--- src/rtl/rtc_pkg.sv ---
package rtc_pkg;
    localparam int SEC_W  = 6;
    localparam int MIN_W  = 6;
    localparam int HOUR_W = 5;
    localparam int WDAY_W = 3;
    localparam int MDAY_W = 5;
    localparam int MON_W  = 4;
    localparam int YEAR_W = 12;
    localparam int RATE_W = 4;
    localparam int CNT_W  = (1 << RATE_W) - 2;

    localparam int SEC_MOD  = 60;
    localparam int MIN_MOD  = 60;
    localparam int HOUR_MOD = 24;
    localparam int WDAY_MOD = 7;
    localparam int MON_MOD  = 12;
    localparam int LOW_CODE_BOOST = 7;

    typedef enum logic [2:0] {
        FS_SEC  = 3'd0,
        FS_MIN  = 3'd1,
        FS_HOUR = 3'd2,
        FS_WDAY = 3'd3,
        FS_MDAY = 3'd4,
        FS_MON  = 3'd5,
        FS_YEAR = 3'd6,
        FS_NONE = 3'd7
    } field_sel_e;

    typedef struct packed {
        logic [SEC_W-1:0]  sec;
        logic [MIN_W-1:0]  min;
        logic [HOUR_W-1:0] hour;
    } tod_t;

    typedef struct packed {
        logic [WDAY_W-1:0] wday;
        logic [MDAY_W-1:0] mday;
        logic [MON_W-1:0]  mon;
        logic [YEAR_W-1:0] year;
    } date_t;

    function automatic logic is_leap(input logic [YEAR_W-1:0] y);
        return ((y % YEAR_W'(4)) == '0) &&
               (((y % YEAR_W'(100)) != '0) || ((y % YEAR_W'(400)) == '0));
    endfunction

    function automatic logic [MDAY_W:0] month_len(input logic [MON_W-1:0] m,
                                                  input logic leap);
        case (m)
            MON_W'(1):                                  return leap ? (MDAY_W+1)'(29) : (MDAY_W+1)'(28);
            MON_W'(3), MON_W'(5), MON_W'(8), MON_W'(10): return (MDAY_W+1)'(30);
            default:                                    return (MDAY_W+1)'(31);
        endcase
    endfunction

    function automatic logic [RATE_W-1:0] eff_rate(input logic [RATE_W-1:0] code);
        if (code == RATE_W'(1) || code == RATE_W'(2))
            return code + RATE_W'(LOW_CODE_BOOST);
        return code;
    endfunction
endpackage

--- src/rtl/rtc_tod_chain.sv ---
module rtc_tod_chain
    import rtc_pkg::*;
(
    input  logic              clk,
    input  logic              rst,
    input  logic              adv,
    input  logic              wr_en,
    input  logic [2:0]        wr_sel,
    input  logic [YEAR_W-1:0] wr_data,
    output tod_t              tod,
    output logic              day_carry
);
    tod_t q;
    logic [SEC_W:0]  sec_p1;
    logic [MIN_W:0]  min_p1;
    logic [HOUR_W:0] hour_p1;
    logic wrap_s, wrap_m, wrap_h;

    always_comb begin
        sec_p1  = {1'b0, q.sec}  + (SEC_W+1)'(1);
        min_p1  = {1'b0, q.min}  + (MIN_W+1)'(1);
        hour_p1 = {1'b0, q.hour} + (HOUR_W+1)'(1);
        wrap_s  = sec_p1  >= (SEC_W+1)'(SEC_MOD);
        wrap_m  = min_p1  >= (MIN_W+1)'(MIN_MOD);
        wrap_h  = hour_p1 >= (HOUR_W+1)'(HOUR_MOD);
        day_carry = adv && wrap_s && wrap_m && wrap_h;
    end

    always_ff @(posedge clk) begin
        if (rst) begin
            q <= '0;
        end else if (wr_en) begin
            case (field_sel_e'(wr_sel))
                FS_SEC:  q.sec  <= wr_data[SEC_W-1:0];
                FS_MIN:  q.min  <= wr_data[MIN_W-1:0];
                FS_HOUR: q.hour <= wr_data[HOUR_W-1:0];
                default: ;
            endcase
        end else if (adv) begin
            q.sec <= wrap_s ? '0 : sec_p1[SEC_W-1:0];
            if (wrap_s) begin
                q.min <= wrap_m ? '0 : min_p1[MIN_W-1:0];
                if (wrap_m)
                    q.hour <= wrap_h ? '0 : hour_p1[HOUR_W-1:0];
            end
        end
    end

    assign tod = q;
endmodule

--- src/rtl/rtc_date_chain.sv ---
module rtc_date_chain
    import rtc_pkg::*;
#(
    parameter int RESET_YEAR = 2000
) (
    input  logic              clk,
    input  logic              rst,
    input  logic              day_inc,
    input  logic              wr_en,
    input  logic [2:0]        wr_sel,
    input  logic [YEAR_W-1:0] wr_data,
    output date_t             date
);
    date_t q;
    logic [WDAY_W:0] wday_p1;
    logic [MDAY_W:0] mday_p1;
    logic [MON_W:0]  mon_p1;
    logic [MDAY_W:0] len;
    logic wrap_w, wrap_d, wrap_mo;

    always_comb begin
        wday_p1 = {1'b0, q.wday} + (WDAY_W+1)'(1);
        mday_p1 = {1'b0, q.mday} + (MDAY_W+1)'(1);
        mon_p1  = {1'b0, q.mon}  + (MON_W+1)'(1);
        len     = month_len(q.mon, is_leap(q.year));
        wrap_w  = wday_p1 >= (WDAY_W+1)'(WDAY_MOD);
        wrap_d  = mday_p1 > len;
        wrap_mo = mon_p1 >= (MON_W+1)'(MON_MOD);
    end

    always_ff @(posedge clk) begin
        if (rst) begin
            q.wday <= '0;
            q.mday <= MDAY_W'(1);
            q.mon  <= '0;
            q.year <= YEAR_W'(RESET_YEAR);
        end else if (wr_en) begin
            case (field_sel_e'(wr_sel))
                FS_WDAY: q.wday <= wr_data[WDAY_W-1:0];
                FS_MDAY: q.mday <= wr_data[MDAY_W-1:0];
                FS_MON:  q.mon  <= wr_data[MON_W-1:0];
                FS_YEAR: q.year <= wr_data;
                default: ;
            endcase
        end else if (day_inc) begin
            q.wday <= wrap_w ? '0 : wday_p1[WDAY_W-1:0];
            q.mday <= wrap_d ? MDAY_W'(1) : mday_p1[MDAY_W-1:0];
            if (wrap_d) begin
                q.mon <= wrap_mo ? '0 : mon_p1[MON_W-1:0];
                if (wrap_mo)
                    q.year <= q.year + YEAR_W'(1);
            end
        end
    end

    assign date = q;
endmodule

--- src/rtl/rtc_periodic_div.sv ---
module rtc_periodic_div
    import rtc_pkg::*;
(
    input  logic              clk,
    input  logic              rst,
    input  logic              tick_en,
    input  logic              enable,
    input  logic [RATE_W-1:0] rate,
    input  logic              ack,
    output logic              flag
);
    logic [CNT_W-1:0]  cnt;
    logic [CNT_W-1:0]  lim;
    logic [RATE_W-1:0] eff;
    logic              active, fire;

    always_comb begin
        eff    = eff_rate(rate);
        lim    = CNT_W'((32'd1 << (eff - RATE_W'(1))) - 32'd1);
        active = enable && (rate != '0);
        fire   = active && tick_en && (cnt >= lim);
    end

    always_ff @(posedge clk) begin
        if (rst) begin
            cnt  <= '0;
            flag <= 1'b0;
        end else begin
            if (!active)
                cnt <= '0;
            else if (tick_en)
                cnt <= fire ? '0 : cnt + CNT_W'(1);
            if (fire)
                flag <= 1'b1;
            else if (ack)
                flag <= 1'b0;
        end
    end
endmodule

--- src/rtl/rtc_calendar_core.sv ---
module rtc_calendar_core
    import rtc_pkg::*;
#(
    parameter int RESET_YEAR = 2000
) (
    input  logic              clk,
    input  logic              rst,
    input  logic              sec_tick,
    input  logic              base_tick,
    input  logic              wr_en,
    input  logic [2:0]        wr_sel,
    input  logic [YEAR_W-1:0] wr_data,
    input  logic [RATE_W-1:0] rate_code,
    input  logic              per_en,
    input  logic              per_ack,
    output logic [SEC_W-1:0]  sec_o,
    output logic [MIN_W-1:0]  min_o,
    output logic [HOUR_W-1:0] hour_o,
    output logic [WDAY_W-1:0] wday_o,
    output logic [MDAY_W-1:0] mday_o,
    output logic [MON_W-1:0]  mon_o,
    output logic [YEAR_W-1:0] year_o,
    output logic              per_flag
);
    tod_t  tod;
    date_t date;
    logic  day_carry;

    rtc_tod_chain u_tod (
        .clk(clk), .rst(rst), .adv(sec_tick && !wr_en), .wr_en(wr_en),
        .wr_sel(wr_sel), .wr_data(wr_data), .tod(tod), .day_carry(day_carry)
    );

    rtc_date_chain #(.RESET_YEAR(RESET_YEAR)) u_date (
        .clk(clk), .rst(rst), .day_inc(day_carry), .wr_en(wr_en),
        .wr_sel(wr_sel), .wr_data(wr_data), .date(date)
    );

    rtc_periodic_div u_per (
        .clk(clk), .rst(rst), .tick_en(base_tick), .enable(per_en),
        .rate(rate_code), .ack(per_ack), .flag(per_flag)
    );

    assign sec_o  = tod.sec;
    assign min_o  = tod.min;
    assign hour_o = tod.hour;
    assign wday_o = date.wday;
    assign mday_o = date.mday;
    assign mon_o  = date.mon;
    assign year_o = date.year;
endmodule

--- config.mk ---
export PLATFORM = sky130hd
export DESIGN_NAME = rtc_calendar_core
export DESIGN_NICKNAME = d
export VERILOG_FILES = /design/src/rtl/rtc_pkg.sv /design/src/rtl/rtc_tod_chain.sv /design/src/rtl/rtc_date_chain.sv /design/src/rtl/rtc_periodic_div.sv /design/src/rtl/rtc_calendar_core.sv
export SDC_FILE = /design/constraint.sdc
export NUM_CORES = 1
export LEC_CHECK = 0
export BUFFER_PORTS_ARGS = -buffer_cell sky130_fd_sc_hd__buf_2
export CAP_MARGIN = 15
export CORE_MARGIN = 4
export CORE_UTILIZATION = 40
export CTS_CLUSTER_DIAMETER = 200
export DETAILED_ROUTE_END_ITERATION = 7
export PLACE_DENSITY = 0.57
export SETUP_SLACK_MARGIN = 0.05
export SYNTH_ARGS = -nofsm -noshare
export SYNTH_HDL_FRONTEND = slang
export SYNTH_HIERARCHICAL = 1
export SYNTH_SLANG_ARGS = --single-unit
--- constraint.sdc ---
create_clock -name clk -period 10.01 [get_ports clk]
set_input_delay 3.003 -clock clk [delete_from_list [all_inputs] [get_ports clk]]
set_output_delay 3.003 -clock clk [all_outputs]
set_load 0.01 [all_outputs]
# --- After elaboration in Yosys (flattened, before gate mapping) ---
# Index checks and enable logic that the tools add are counted.
op_classes:
  bitwise: 1
  addsub: 11
  shifts: 1
  n_lt_le_gt_ge: 7
  eq_ne: 20
  div_mod_pow: 2
  n_reduce_logical: 32
  muxes: 29
op_table:
  columns: ["op", "n"]
  rows:
  - ["2-to-1 mux 24 bit", 2]
  - ["2-to-1 mux 17 bit", 2]
  - ["2-to-1 mux 5 bit", 5]
  - ["zero test 12 bit", 2]
  - ["2-to-1 mux 12 bit", 2]
  - ["2-to-1 mux 6 bit", 4]
  - ["2-to-1 mux 16 bit", 1]
  - ["2-to-1 mux 4 bit", 4]
  - ["adder 14 x 1 -> 14 bit (second input constant)", 1]
  - ["adder 6 x 1 -> 7 bit (second input constant)", 2]
  - ["greater-or-equal comparator 14 bit", 1]
  - ["greater-or-equal comparator 7 x 6 -> 1 bit (second input constant)", 2]
  - ["2-to-1 mux 14 bit", 1]
  - ["inequality test 2 x 1 -> 1 bit (second input constant)", 7]
  - ["nonzero test 2 bit", 7]
  - ["left shift 1 x 4 -> 14 bit (first input constant)", 1]
  - ["subtractor 14 x 1 -> 14 bit (second input constant)", 1]
  - ["adder 12 x 1 -> 12 bit (second input constant)", 1]
  - ["adder 5 x 1 -> 6 bit (second input constant)", 2]
  - ["remainder unit 12 x 7 -> 12 bit (second input constant)", 1]
  - ["remainder unit 12 x 9 -> 12 bit (second input constant)", 1]
  - ["case mux 6 bit (2 select lines)", 1]
  - ["nonzero test 12 bit", 1]
  - ["2-to-1 mux 11 bit", 1]
  - ["other kinds (28)", 50]
word_totals:
  input_bits: 26
  word_cells: 112
  output_inout_bits: 42
  ff_bits: 56

# --- Longest topological paths before layout ---
logic_depth:
  ltp_word: 10
  depth_mapped: 23
  depth_no_buf: 20

# --- Cells and area by module ---
# Netlist, hierarchy kept.
by_module_without_submodules:
  columns: ["module", "cells_per_inst", "seq_area_each_um2", "n_inst", "area_per_inst_um2"]
  rows:
  - ["rtc_date_chain", 381, 480.5, 1, 2662.6]
  - ["rtc_periodic_div", 220, 300.3, 1, 1692.9]
  - ["rtc_tod_chain", 159, 340.3, 1, 1337.5]
  - ["rtc_calendar_core", 1, 0.0, 1, 13.8]

# --- Least setup slack after synthesis ---
# No wires, ideal clock.
synth_timing:
  path_type: "input port to flip-flop"
  start: "input port rate_code[0]"
  end: "register u_per.cnt[0]"
  path_buffers: 2
  slack_ps: 3434
  arrival_ps: 6451
  required_ps: 9885
  setup_time_ps: 125
  stages: 18
  cell_sequence: "buf_2 inv_1 ha_1 or2_1 and3_1 nor2_1 nand2_1 ha_1 or4_1 a21oi_1 a31oi_1 ha_1 nand4_1 a211oi_1 nand3_1 o21ai_1 buf_4 o22ai_1"
synth_via:
  elab_chain_cells: 10
  word_cells_on_any_way: 18
  classes_between: "3 x add/sub; 1 x order compare; 2 x eq/ne; 1 x shift; 4 x mux; 1 x bitwise; 6 x reduce/logical"
synth_rtl:
  columns: ["element", "line_no", "source"]
  rows:
  - ["start, declared", "rtc_calendar_core.sv:13", "input logic [RATE_W-1:0] rate_code,"]
  - ["parallel branches: the longest is 10 deep, another holds subtractor 14 x 1 -> 14 bit", null, null]
  - ["end signal, assigned", "rtc_periodic_div.sv:32", "cnt <= fire ? '0 : cnt + CNT_W'(1);"]
  - ["end, declared", "rtc_periodic_div.sv:12", "logic [CNT_W-1:0] cnt;"]
# Parallel ways; which one is timed is not known. The select of a mux whose other input is x is not followed.
# A chain may end at the register's enable or synchronous reset.

# --- Worst setup path after layout ---
layout_timing:
  start: "input port rate_code[1]"
  end: "register u_per.cnt[1]"
# The elaborated chain is that of the path after synthesis.

==> flow_summary.yaml <==
synthesis:
  synth_edf_count: 0
  postSynthCellCount: 761
  syn_area_per_cell_sq_um: 7.499
  synth_seq_area_share: 0.1964
  synthTopCellsByArea: "dfxtp_1, ha_1, o21ai_0"
  async_flop_share: 0
  synth_ff_type: "dfxtp_1"
  synth_seq_cells: 56
  yosys.cell_types.count: 101
  synth_top_area_share: 0.1964
  synth_top_area_cell: "dfxtp_1"
  yosysWarnings: 6
  syn_area_sq_mm: 0.005707
clock_network:
  holdBufCountCts: 0
  cts_tree: "built"
  clock_path_buffers: 2
  clkTransAtPathRegs_ns: 0.08
  root_buffer: "clkbuf_16"
  htreeDepth: 2
  cts_resized: 0
  post_cts_buffers: 0
  cts_buffers: 5
  clock_sink_count: 56
  clk_latency_ns: 0.30
flow_run:
  max_cap_viol_count: 0
grt:
  grt_usage: 0.1902
  grt_pass1_vias: 5469
  met1_usage: 0.2661
  grt_max_degree: 59
  overflow: 0
  grt_util_met3: 0.02801
  grt_pass1_wl_mm: 26.44
  antenna_found_initial: 0
  grt_use_met2: 0.3032
  grt_busiest_layer: "met2"
setup_path:
  worstPathArrival_ns: 7.38
  crit_fanout: 14
  worstSetupPathType: "input port to flip-flop"
  crit_top_cell: "ha_1"
  start_kind: "input port"
  cp.required_ns: 10.17
  crit_chain: "buf_2, inv_1, ha_1, or2_1, and3_1, nor2_1, nand2_1, ha_1, or4_1, a21oi_1, a31oi_1, ha_1, nand4_1, a211oi_1, nand3_1, o21ai_1, buf_4, o31ai_1"
  crit_family: "simple AND/OR/NAND/NOR gates"
  end_kind: "flip-flop"
  critPathSlowestCell: "or4_1"
  reg2reg_slack_ns: 4.03
  critPathLaunch: "rate_code[1]"
  r2r_start: "u_date/date[11]"
  critical-path-max-stage-delay_ns: 0.57
  crit_buf_inv: 3
die:
  start_util: 0.4095
  design.die.area_sq_mm: 0.01624
  rows: 43
  die_height_microns: 127.4
  fp.dieW_microns: 127.4
  core_area_sq_mm: 0.01393
  io_pins: 68
cells_and_area:
  diodes: 0
  mostFrequentLayoutCells: "nand2_1, buf_2, o21ai_0"
  fin_nets: 858
  final_common_cell: "nand2_1"
  area_delta_synth_final_pct: 9.581
  drive_gt1_frac: 0.1545
  final_cell_count_no_fill: 976
  nFillCells: 1411
sta:
  hold_violations: 0
  hold_ws_ns: 0.5191
  fin_skew_ns: 0.01135
  worst_slew_pin_slew_ns: 1.041
  slew_viol_final: 0
  post-route-period-util: 0.7212
  fin_crit_ns: 7.219
  worst_slack_ns: 2.791
  grt_setup_unrepaired: "no"
  setup_viol: 0
  fmax_ghz: 0.1385
  relSlewSlack: 0.3061
  tns_ns: 0
outcome:
  outcome: "completed"
route:
  viasPerCell: 6.026
  remaining_drc_errors: 0
  dr.pass1.iters: 6
  wl_per_cell_microns: 16.25
  drt_iter0_drc: 472
  ant_nets: 0
  via_count: 5881
  wirelength_mm: 15.86
power:
  cellPowerDensity_mw_per_mm2: 90.64
  power.leakage_uw: 0.002448
  ir_drop_v: 0.00006723
placed_design:
  portBuffers: 67
  dpl_worst_slack_ns: 2.339
  place_hpwl_mm: 11.60
  place.gp.congestion: 0.8849
  dpl.cell_count: 967
min_path:
  min_path_type: "flip-flop to flip-flop"
  hp-start: "u_date/date[23]"
registers in the layout, summed over array words and instances, names as in the netlist:
signal and count:
u_tod/tod 17, u_per/flag 1, u_per/cnt 14, u_date/date 24
stage by stage:
stage | utilization | total power (uW) | cell area [sq um]
final | 0.4488 | 566.8 | 6254
after global routing | 0.4488 | 599.2 | 6254
after CTS | 0.4482 | 572.5 | 6246
after detailed placement | 0.4359 | 364.5 | 6075
after global placement | 0.4359 | 363.0 | 6075
after floorplan | - | 331.2 | 5710
layout make-up:
class                           instances  area (sq um)  share of cell area
Sequential cell                        56          1121              0.1793
Clock buffer                            5         125.1             0.02001
Timing Repair Buffer                   70         357.8             0.05722
Tap cell                              180         225.2             0.03601
Clock inverter                          3         46.29            0.007403
Multi-Input combinational cell        626          4243              0.6785
Inverter                               36         135.1             0.02161
logic make-up (layout without fill, tap and decap cells):
group	after synthesis	after routing	synth area share
AO/OA/AOI/OAI	248	248	0.3188
XOR/XNOR	25	25	0.03837
adder cells (fa/ha/maj)	38	38	0.08288
buffers and inverters	80	114	0.06073
flip-flops	56	56	0.1964
multiplexers	12	12	0.02499
other	1	2	0.0006571
AND/OR/NAND/NOR	301	301	0.2771
worst reg2reg max path, stage by stage, from the launching register on:
cell and delay (ns):
dfxtp_1 0.83, o21ai_1 0.20, a31o_2 0.33, nor4_2 0.30, nor3_1 0.07, or4_1 0.66, o21a_1 0.28, o211ai_1 0.42
a21oi_2 0.13, o211ai_1 0.22, mux2_1 0.34, a32oi_1 0.27, ha_1 0.28, nand2_1 0.07, nand2_1 0.05, o41ai_1 0.31
buf_4 0.21, a21boi_1 0.16, buf_4 0.26, o21ai_0 0.14, a221o_1 0.33
cell usage after synthesis, types with 11 or more instances:
library cell / number
nand2_1: 70
a22oi_1: 11
nor3_1: 31
nor2_1: 51
nand3_1: 37
a21oi_1: 40
nand2b_1: 16
ha_1: 37
nor2b_1: 14
o21ai_0: 57
dfxtp_1: 56
xor2_1: 16
clkbuf_1: 26
inv_1: 35
report_power, final:
| group | leakage, uW | internal [uW] | switching (uW) |
|---|---|---|---|
| sequential | 0.000453 | 227 | 8.45 |
| combinational | 0.00191 | 49.5 | 76.0 |
| clock | 0.0000804 | 119 | 86.9 |
| total | 0.00245 | 395 | 171 |
final timing paths:
kind,to,cells past startpoint
worst max-delay path,u_per/cnt[1],18
worst min register to register,u_date/date[23],2
worst max register to register,u_date/date[7],20
worst min-delay path,u_date/date[23],2
per-layer routing:
layer  vias to the layer above  wire length (microns)
met5                         -                      0
met4                         0                    335
met3                        29                    921
met2                       201                   7061
met1                      2735                   7538
li1                       2916                      -
(Power assumes the default switching activity.)
